File: config.mk
export PLATFORM = sky130hd
export DESIGN_NAME = irq_pend_eval
export DESIGN_NICKNAME = d
export VERILOG_FILES = /design/src/rtl/irq_pend_eval.sv
export SDC_FILE = /design/constraint.sdc
export NUM_CORES = 1
export LEC_CHECK = 0
export ABC_AREA = 1
export BUFFER_PORTS_ARGS = -buffer_cell sky130_fd_sc_hd__buf_2
export CAP_MARGIN = 40
export CORE_UTILIZATION = 30
export DETAILED_ROUTE_END_ITERATION = 6
export SLEW_MARGIN = 20
export SYNTH_ARGS = -nofsm -noshare
export SYNTH_HDL_FRONTEND = slang
export SYNTH_SLANG_ARGS = --single-unit
File: constraint.sdc
create_clock -name clk -period 1.7 [get_ports clk]
set_input_delay 0.17 -clock clk [delete_from_list [all_inputs] [get_ports clk]]
set_output_delay 0.17 -clock clk [all_outputs]
set_load 0.01 [all_outputs]
File: src/rtl/irq_pend_eval.sv
module irq_pend_eval #(
  parameter int NCPU = 4,
  parameter int NIRQ = 64
) (
  input  logic                        clk,
  input  logic                        rst_n,
  input  logic                        dist_en,
  input  logic [NCPU*32-1:0]          prv_en,
  input  logic [NCPU*32-1:0]          prv_line,
  input  logic [NIRQ-33:0]            shr_en,
  input  logic [NIRQ-33:0]            shr_line,
  input  logic [NCPU*(NIRQ-32)-1:0]   shr_tgt,
  input  logic [NIRQ-1:0]             cfg_edge,
  input  logic                        dlv_vld,
  input  logic [((NCPU>1)?$clog2(NCPU):1)-1:0] dlv_cpu,
  input  logic [$clog2(NIRQ)-1:0]     dlv_irq,
  input  logic                        eoi_vld,
  input  logic [((NCPU>1)?$clog2(NCPU):1)-1:0] eoi_cpu,
  input  logic [$clog2(NIRQ)-1:0]     eoi_irq,
  output logic [NCPU-1:0]             pend
);
  localparam int NSHR = NIRQ - 32;
  localparam int NPRV = NCPU * 32;
  localparam int CW   = (NCPU > 1) ? $clog2(NCPU) : 1;
  localparam int IDW  = $clog2(NIRQ);
  localparam int SW   = (NSHR > 1) ? $clog2(NSHR) : 1;

  logic [NPRV-1:0] prv_lat, prv_act, prv_cfg, prv_dlv, prv_eoi, prv_cand;
  logic [NSHR-1:0] shr_lat, shr_act, shr_cfg, shr_dlv, shr_eoi, shr_cand;

  for (genvar c = 0; c < NCPU; c++) begin : g_prv_dec
    for (genvar i = 0; i < 32; i++) begin : g_bit
      assign prv_cfg[c*32+i] = cfg_edge[i];
      assign prv_dlv[c*32+i] = dlv_vld && dlv_cpu == CW'(c) && dlv_irq == IDW'(i);
      assign prv_eoi[c*32+i] = eoi_vld && eoi_cpu == CW'(c) && eoi_irq == IDW'(i);
    end
  end

  for (genvar j = 0; j < NSHR; j++) begin : g_shr_dec
    assign shr_cfg[j] = cfg_edge[32+j];
    assign shr_dlv[j] = dlv_vld && dlv_irq == IDW'(32 + j);
    assign shr_eoi[j] = eoi_vld && eoi_irq == IDW'(32 + j);
  end

  assign prv_cand = (prv_line | prv_lat) & prv_en & ~prv_act;
  assign shr_cand = (shr_line | shr_lat) & shr_en & ~shr_act;

  always_ff @(posedge clk or negedge rst_n) begin
    if (!rst_n) begin
      prv_lat <= '0;
      prv_act <= '0;
      shr_lat <= '0;
      shr_act <= '0;
    end else begin
      prv_lat <= prv_cfg & (prv_line | (prv_lat & ~prv_dlv));
      shr_lat <= shr_cfg & (shr_line | (shr_lat & ~shr_dlv));
      prv_act <= ~prv_cfg & ((prv_act & ~prv_eoi) | prv_dlv);
      shr_act <= ~shr_cfg & ((shr_act & ~shr_eoi) | shr_dlv);
    end
  end

  for (genvar c = 0; c < NCPU; c++) begin : g_pend
    always_ff @(posedge clk or negedge rst_n) begin
      if (!rst_n) pend[c] <= 1'b0;
      else pend[c] <= dist_en &&
                      ((|prv_cand[c*32 +: 32]) || (|(shr_cand & shr_tgt[c*NSHR +: NSHR])));
    end
  end

  logic [SW-1:0] dsi, esi;
  assign dsi = SW'(dlv_irq - IDW'(32));
  assign esi = SW'(eoi_irq - IDW'(32));

  p_off_quiet_r3: assert property (@(posedge clk) disable iff (!rst_n)
    !dist_en |=> pend == '0);

  p_level_dlv_masks_r5: assert property (@(posedge clk) disable iff (!rst_n)
    (dlv_vld && dlv_irq >= IDW'(32) && !cfg_edge[dlv_irq]) |=> shr_act[$past(dsi)]);

  p_eoi_release_r6: assert property (@(posedge clk) disable iff (!rst_n)
    (eoi_vld && eoi_irq >= IDW'(32) && !cfg_edge[eoi_irq] &&
     !(dlv_vld && dlv_irq == eoi_irq)) |=> !shr_act[$past(esi)]);

  p_edge_no_service_r7: assert property (@(posedge clk) disable iff (!rst_n)
    (dlv_vld && dlv_irq >= IDW'(32) && cfg_edge[dlv_irq]) |=> !shr_act[$past(dsi)]);
endmodule

* After elaboration in Yosys (flattened, before gate mapping)
Index checks and enable logic that the tools add are counted.
** Word-level totals
- Input bits :: 533
- Flip-flop bits (word level) :: 324
** Cells by class
- Bitwise operators :: 30
- Eq/ne operators :: 132
- Reduce and logical (&&, ||, !) cells :: 348
** Operator list (count)
- 128-bit AND :: 6
- 128-bit inverter :: 4
- 6-bit equality test (second input constant) :: 64
- 128-bit OR :: 3
- 1-bit logical AND :: 332
- 32-bit AND :: 10
- 32-bit OR reduction :: 8
- 6-bit by 5-bit equality test with 1-bit output (second input constant) :: 32
- 32-bit inverter :: 4
- 6-bit by 4-bit equality test with 1-bit output (second input constant) :: 16
- 32-bit OR :: 3
- 6-bit by 3-bit equality test with 1-bit output (second input constant) :: 8
- 6-bit by 2-bit equality test with 1-bit output (second input constant) :: 4
- 6-bit by 1-bit equality test with 1-bit output (second input constant) :: 2
- 6-bit logical NOT :: 2
- 2-bit equality test (second input constant) :: 4
- 2-bit by 1-bit equality test with 1-bit output (second input constant) :: 2
- 2-bit logical NOT :: 2
- 1-bit logical OR :: 4

* Depth between registers and ports, before layout
Gate-level depths: netlist (run 1).
- Depth in word-level cells :: 7
- Mapped depth :: 10

* Worst setup path after synthesis (run 1)
OpenSTA, ideal clock, no wires.
- Path kind :: register to register
- Start point :: register prv_lat[88]
- End point :: register pend[2]
- Data required time :: 1.582 ns
- Library setup time :: 0.118 ns
- Stages on the path, launching flop included :: 10
- Data arrival time :: 1.109 ns
- Clock period less this slack :: 1.227 ns
- Setup slack :: 0.473 ns
- Path through :: dfrtp_1 > or2_2 > nand3_1 > nand2_1 > nor2_1 > nand2_1 > nor2_1 > nand2_1 > nor2_1 > nor2_1
** Between the ends
- Word-level cells in the longest chain between the ends :: 6
** RTL lines
- start: declaration :: RTL line 28 : logic [NPRV-1:0] prv_lat, prv_act, prv_cfg, prv_dlv, prv_eoi, prv_cand;
- start signal: assignment :: RTL line 55 : prv_lat <= prv_cfg & (prv_line | (prv_lat & ~prv_dlv));
- 128-bit OR :: RTL line 45 : assign prv_cand = (prv_line | prv_lat) & prv_en & ~prv_act;
- 128-bit AND (2 in a row) :: RTL line 45
- 32-bit OR reduction :: RTL line 66 : ((|prv_cand[c*32 +: 32]) || (|(shr_cand & shr_tgt[c*NSHR +: NSHR])));
- 1-bit logical OR :: RTL line 66
- 1-bit logical AND :: RTL line 65 : else pend[c] <= dist_en &&
- end signal: indexed assignment :: RTL line 65
- end: declaration :: RTL line 20 : output logic [NCPU-1:0] pend
Every way passes these cells.

* Worst setup path in the final report (run 1)
- Start point :: register shr_lat[18]
- End point :: register pend[0]
** Between the ends
- Word-level cells in the longest chain between the ends :: 7
** RTL lines
- start: declaration :: RTL line 29 : logic [NSHR-1:0] shr_lat, shr_act, shr_cfg, shr_dlv, shr_eoi, shr_cand;
- start signal: assignment :: RTL line 56 : shr_lat <= shr_cfg & (shr_line | (shr_lat & ~shr_dlv));
- 32-bit OR :: RTL line 46 : assign shr_cand = (shr_line | shr_lat) & shr_en & ~shr_act;
- 32-bit AND (2 in a row) :: RTL line 46
- 32-bit AND :: RTL line 66
- 32-bit OR reduction :: RTL line 66
- 1-bit logical OR :: RTL line 66
- 1-bit logical AND :: RTL line 65
Every way passes these cells.

==> metrics.txt, run 1 <==
NetSw=5.72 mW; run status=complete, no violations; Wirelength per Cell=19.7 µm; slowest CP cell=dfrtp_1; Post-DP HPWL=65.1 mm; Layout area overhead=49.2%; Starting Density=30.3%; Hold WS=78.3 ps; Ys Warns=0; DRC Markers=0; clk buf depth=3; simple-gate portion of the synthesized area=25.3%; Avg Cell Area, Syn=7.14 µm²; clock slew at reported path FFs=60 ps; Worst EP required=2130 ps; number of global-route vias before repair=20200; sequential fraction of the synthesis area=45.4%; Clock Skew=26.5 ps; post-route cell area=26600 µm²; Power per Cell Area=798 nW/µm²; design internal power=15.5 mW; Core Box Area=58900 µm²; Final nets=3931; initial drt markers=1401; largest family of logic cells by synthesized area=simple AND/OR/NAND/NOR gates; RR Endpoint=pend[0]; Seq pwr share=38.0%; global route overflow=0; clock share of power=45.4%; First-pass DRT Iterations=5; # port buffers=536; Max transition margin=61.9%; top_reg_cell synth=dfrtp_1; CTS tree=built; Yosys top cell by area=dfrtp_1; via count=20000; WL final=83.3 mm; Synth Instances=2500; Final Cycle Share=95.2%; die area=60400 µm²; part of the power in combinational logic=16.6%; Setup TNS Final=0 ps; RSZ-0062 raised after global routing=false; GRT Util Overall=27.2%; Net Sw Frac=26.9%; crit-path max FO=5; Post-synth EDFFs=0; Worst path max stage delay=360 ps; Final min period=1620 ps; Leak=14.0 nW; hold crit path type=in2async; Synth top area share=45.4%; Worst R2R Path Depth=10; layout cell share with drive strength beyond 1=21.4%; Via density=4.74; CP Cell Sequence=inv_1, nand2_1, nand3_1, nand2_1, nor2_1, nand2_1, nor2_1, nand2_1, nor2_1, nor2_1; first-pass GRT wire length=121 mm; crit start category=flip-flop; initial antenna violation count=37; IO Count=537; Synth Area in XOR/XNOR=0%; R2R Setup Slk=80 ps; max-cap check violation count=0; final hold viol count=0; Clock Sinks=324; most common cell in the netlist=inv_1; synth cell count leaders=590 x inv_1, 516 x nand2_1, 324 x dfrtp_1; multiplexer share of the synthesized area=0%; Final setup viols=0; latest clock arrival within the worst-skew pair=570 ps; Crit Path Category=reg2reg; Syn Nets=3033; clock root buffer=clkbuf_16; Least-Margin Pin Slew=571 ps; total CTS buffers=40; library cells used by synthesis=20; adder-cell share of the synthesized area=0%; Slew Limit Fails=0; Die Wd=246 µm; DRT antenna net count=0; die height=246 µm; post-synthesis register bit count=324; # rows=89; FMAX=618 MHz; worst vdd ir=621 µV; largest net degree at the start of global routing=64; Synth area leaders=dfrtp_1 45%, inv_1 12%, nand2_1 11%, a21oi_1 6.1%, nor2_1 5.2%; worst endpoint data arrival time=2050 ps; H-tree Lvls=2; Synth Area in Compound Gates=15.2%; Critical Path Sink Type=flip-flop; Placed Area=22100 µm²; asr flop ratio synth=100%; Post-Syn Area=17800 µm²; Routability Congestion=1.03; Crit Reg-Reg Startpoint=shr_lat[18]
==> metrics by stage <==
step / utilization, % / setup slack, ps / total power, mW / std cells
2_1_floorplan: - / 473 / 9.43 / 2500
3_3_place_gp: 37.6 / -54.3 / 11.1 / 3840
3_5_place_dp: 37.6 / -37.9 / 11.1 / 3840
4_1_cts: 45.0 / 10.3 / 21.4 / 4201
5_1_grt: 45.2 / 11.0 / 22.0 / 4223
6_report: 45.2 / 81.2 / 21.2 / 4230
==> worst max-delay path, delay by kind of cell (launching register included) <==
family        cells  cell delay [ps]
simple gates      9             1060
flops             1              360
buf+inv           1               50
==> cell type report <==
| type | count | area (µm²) |
|---|---|---|
| clock inverters | 16 | 273 |
| multi-input cells | 1527 | 7330 |
| clock buffers | 56 | 1190 |
| inverters | 595 | 2230 |
| well taps | 773 | 967 |
| flip-flops and latches | 324 | 8110 |
| repair buffers | 910 | 6440 |
| fillers | 6100 | 32300 |
| diodes | 29 | 72.6 |
==> state kept, by name, indices dropped and copies added (netlist names) <==
signal   cells
shr_lat     32
pend         4
shr_act     32
prv_lat    128
prv_act    128
==> what timing repair did <==
| action | 4_1_cts | 5_1_grt |
|---|---|---|
| setup buffers | 0 | 0 |
| hold endpoints to repair | 616 | 0 |
| resized for setup | 2 | 19 |
| endpoints found under the setup margin | 1 | 3 |
| hold buffers | 289 | 0 |
| gates cloned | 0 | 0 |
| pin swaps | 0 | 1 |
==> worst max-delay path by stage <==
stage | start | end | cells past startpoint
4_1_cts | prv_lat[81] | pend[2] | 9
6_report | shr_lat[18] | pend[0] | 10
2_1_floorplan | prv_lat[88] | pend[2] | 9
3_3_place_gp | prv_lat[123] | pend[3] | 9
5_1_grt | prv_lat[101] | pend[3] | 9
3_5_place_dp | prv_lat[123] | pend[3] | 9
==> logic make-up after synthesis <==
| group | count (synthesis) |
|---|---|
| buf+inv | 649 |
| simple gates | 1035 |
| compound gates | 492 |
| flops | 324 |
==> placed cells by master, fill, tap and decap left out, types with 4 or more instances in the layout <==
cell type,n
a21oi_1,217
buf_12,17
buf_2,535
buf_4,68
bufinv_16,7
clkbuf_1,5
clkbuf_16,42
clkbuf_8,9
clkinv_2,6
dfrtp_1,324
diode_2,29
dlygate4sd3_1,289
inv_1,590
inv_2,5
nand2_1,512
nand2_2,4
nand3_1,151
nand3_2,6
nand3b_1,82
nand4_1,16
nor2_1,232
nor2_2,11
nor2_4,5
nor3_4,4
o211ai_1,102
o21ai_0,171
or2_2,12
==> per-layer routing <==
layer  up-vias  track usage, %  part of all wire (%)
met3       166            4.16                   6.0
met5         -               0                  0.15
met2       777            45.8                    48
met4        20            12.6                   4.2
met1      9397            34.0                    42
li1       9679               -                     -
==> power groups by stage <==
| stage | sequential, mW | clock [mW] | combinational (mW) |
|---|---|---|---|
| 3_5_place_dp | 8.20 | 0 | 2.92 |
| 2_1_floorplan | 8.18 | 0 | 1.24 |
| 5_1_grt | 8.08 | 10.1 | 3.87 |
| 3_3_place_gp | 8.19 | 0 | 2.91 |
| 6_report | 8.06 | 9.65 | 3.53 |
| 4_1_cts | 8.06 | 9.80 | 3.50 |
No activity file was read; power rests on OpenSTA's default activity.
==> run 2: changes to the inputs <==
Settings changed: PLACE_DENSITY set to 0.59.
==> run 2 against run 1 <==
  * Count of clock-buffer cells in the layout rose by 4
  * Routed wire length down 1.6%
  * Clock power decreased by 14%
  * Maximum frequency fell by 2.0%
  * Die area is the same
  * Design area is 0.98% lower
  * Core utilization fell by 0.44 points
  * Sequential power about the same
  * Via count fell by 0.36%
  * Largest power group unchanged
==> metrics.txt, run 2 (synthesis gave the netlist of run 1 again) <==
hold endpoint=shr_act[0]; Post-DP HPWL=62.7 mm; clock root buffer=clkbuf_16; most used cell along the critical path=nor2_1; GRT Util Overall=26.7%; crit-path max FO=2; DRC Markers=0; Die Wd=246 µm; max-cap check violation count=0; Clock Sinks=324; Crit Path Category=reg2reg; via count=20000; Core Box Area=58900 µm²; Seq pwr share=40.6%; worst endpoint data arrival time=2090 ps; part of the power in combinational logic=17.8%; die area=60400 µm²; Power per Cell Area=754 nW/µm²; NetSw=5.53 mW; CTS tree=built; Slew Limit Fails=0; layout cell share with drive strength beyond 1=21.0%; crit start category=flip-flop; Max transition margin=62.6%; Worst R2R Path Depth=9; Critical Path Sink Type=flip-flop; clock slew at reported path FFs=60 ps; Final nets=3931; FF+latch area=8110 µm²; Wirelength per Cell=19.5 µm; CP Cell Sequence=or2_2, nand3_1, nand2_1, nor2_4, nand2_4, nor2_1, nand2_2, nor2_1, nor2_1; final hold viol count=0; DRT antenna net count=0; Crit Reg-Reg Startpoint=prv_lat[91]; largest net degree at the start of global routing=66; global route overflow=0; run status=complete, no violations; clock share of power=41.7%; WP buf/inv=0; Via density=4.75; Worst path max stage delay=370 ps; # port buffers=536; crit-path leading delay family=simple AND/OR/NAND/NOR gates; hold crit path type=in2reg; Net Sw Frac=27.8%; clk buf depth=3; Starting Density=30.3%; most frequent cells in the layout=590 x inv_1, 535 x buf_2, 510 x nand2_1; R2R Setup Slk=50 ps; number of global-route vias before repair=19800; # rows=89; placed cell count=3833; latest clock arrival within the worst-skew pair=570 ps; Clock Skew=20.6 ps; post-route cell area=26400 µm²; Layout area overhead=47.7%; slowest CP cell=dfrtp_1; FMAX=605 MHz; Leak=13.9 nW; most common cell after layout, fill and taps aside=inv_1; Worst EP required=2140 ps; First-pass DRT Iterations=5; Final min period=1650 ps; WL final=82.0 mm; Hold Path Cell Cnt=5; Largest regs=prv_act x128, prv_lat x128; total CTS buffers=41; Hold Crit Start=dlv_vld; Finished Layout Cells=4208; IO Count=537; Routability Congestion=0.977; H-tree Lvls=2; worst vdd ir=699 µV; Multi-input gate area=7350 µm²; Final setup viols=0; initial drt markers=1308; Final Cycle Share=97.2%; design internal power=14.4 mW; die height=246 µm; Placed Area=22100 µm²; filler cell count=5974; first-pass GRT wire length=119 mm; Post-CTS Setup Bufs=0; RR Endpoint=pend[2]; initial antenna violation count=21; Least-Margin Pin Slew=560 ps
## run 2: cell types whose count changed in the layout (fill, tap and decap cells not counted), moves of 2 or more
cell,delta
diode_2,-14
bufinv_16,-7
buf_4,-6
clkbuf_1,+6
dlygate4sd3_1,+6
clkbuf_8,-2
clkinv_2,-2
nand2_1,-2
nor2_1,-2
## run 2: power by group through the flow
stage                     Clock (mW)  Combinational (mW)  Sequential [mW]
after global routing            8.78                3.89             8.09
after detailed placement           0                2.91             8.20
after CTS                       8.49                3.51             8.06
after global placement             0                2.90             8.19
after floorplan                    0                1.24             8.18
final                           8.28                3.53             8.07
## run 2: through the flow
step                worst slack (ps)  util [%]  hold slack [ps]  setup TNS [ps]  power [mW]
floorplan                        473         -             -126               0        9.43
global placement                -122      37.4              108            -215        11.1
detailed placement              -144      37.4              106            -250        11.1
CTS                             4.34      44.6             33.0               0        20.1
global route                   -3.51      44.7             69.3           -3.51        20.8
finish                          48.1      44.7             68.3               0        19.9
## run 2: final cells by class
class | count | area share [%]
Clock buffer | 60 | 4.51
Inverter | 595 | 8.47
Timing Repair Buffer | 909 | 24.4
Sequential cell | 324 | 30.8
Clock inverter | 5 | 0.138
Antenna cell | 15 | 0.142
Multi-Input combinational cell | 1527 | 27.9
Tap cell | 773 | 3.67
## run 2: worst max path at each step
stage	from	endpoint	slack (ps)	cells past startpoint
CTS	prv_lat[123]	pend[3]	4	9
floorplan	prv_lat[88]	pend[2]	470	9
global route	prv_lat[88]	pend[2]	-4	9
detailed placement	prv_lat[91]	pend[2]	-140	9
finish	prv_lat[91]	pend[2]	50	9
global placement	prv_lat[91]	pend[2]	-120	9
## run 2: repair_timing
action / 4_1_cts / 5_1_grt
hold endpoints to repair: 648 / 0
resized for setup: 7 / 20
setup endpoints to repair: 2 / 9
hold buffers: 295 / 0
## run 2: layer usage
layer  GRT usage (%)  up-vias  share of wire (%)
met5               0        -               0.11
met4            9.61       14                3.1
met3            4.19      133                6.4
met2            45.3      778                 48
met1            34.1     9395                 42
li1                -     9647                  -
## run 2: worst min-delay path: stages
cell and delay (ps):
buf_2 140, nand3_1 110, nor2_1 70, inv_1 50
a21oi_1 50
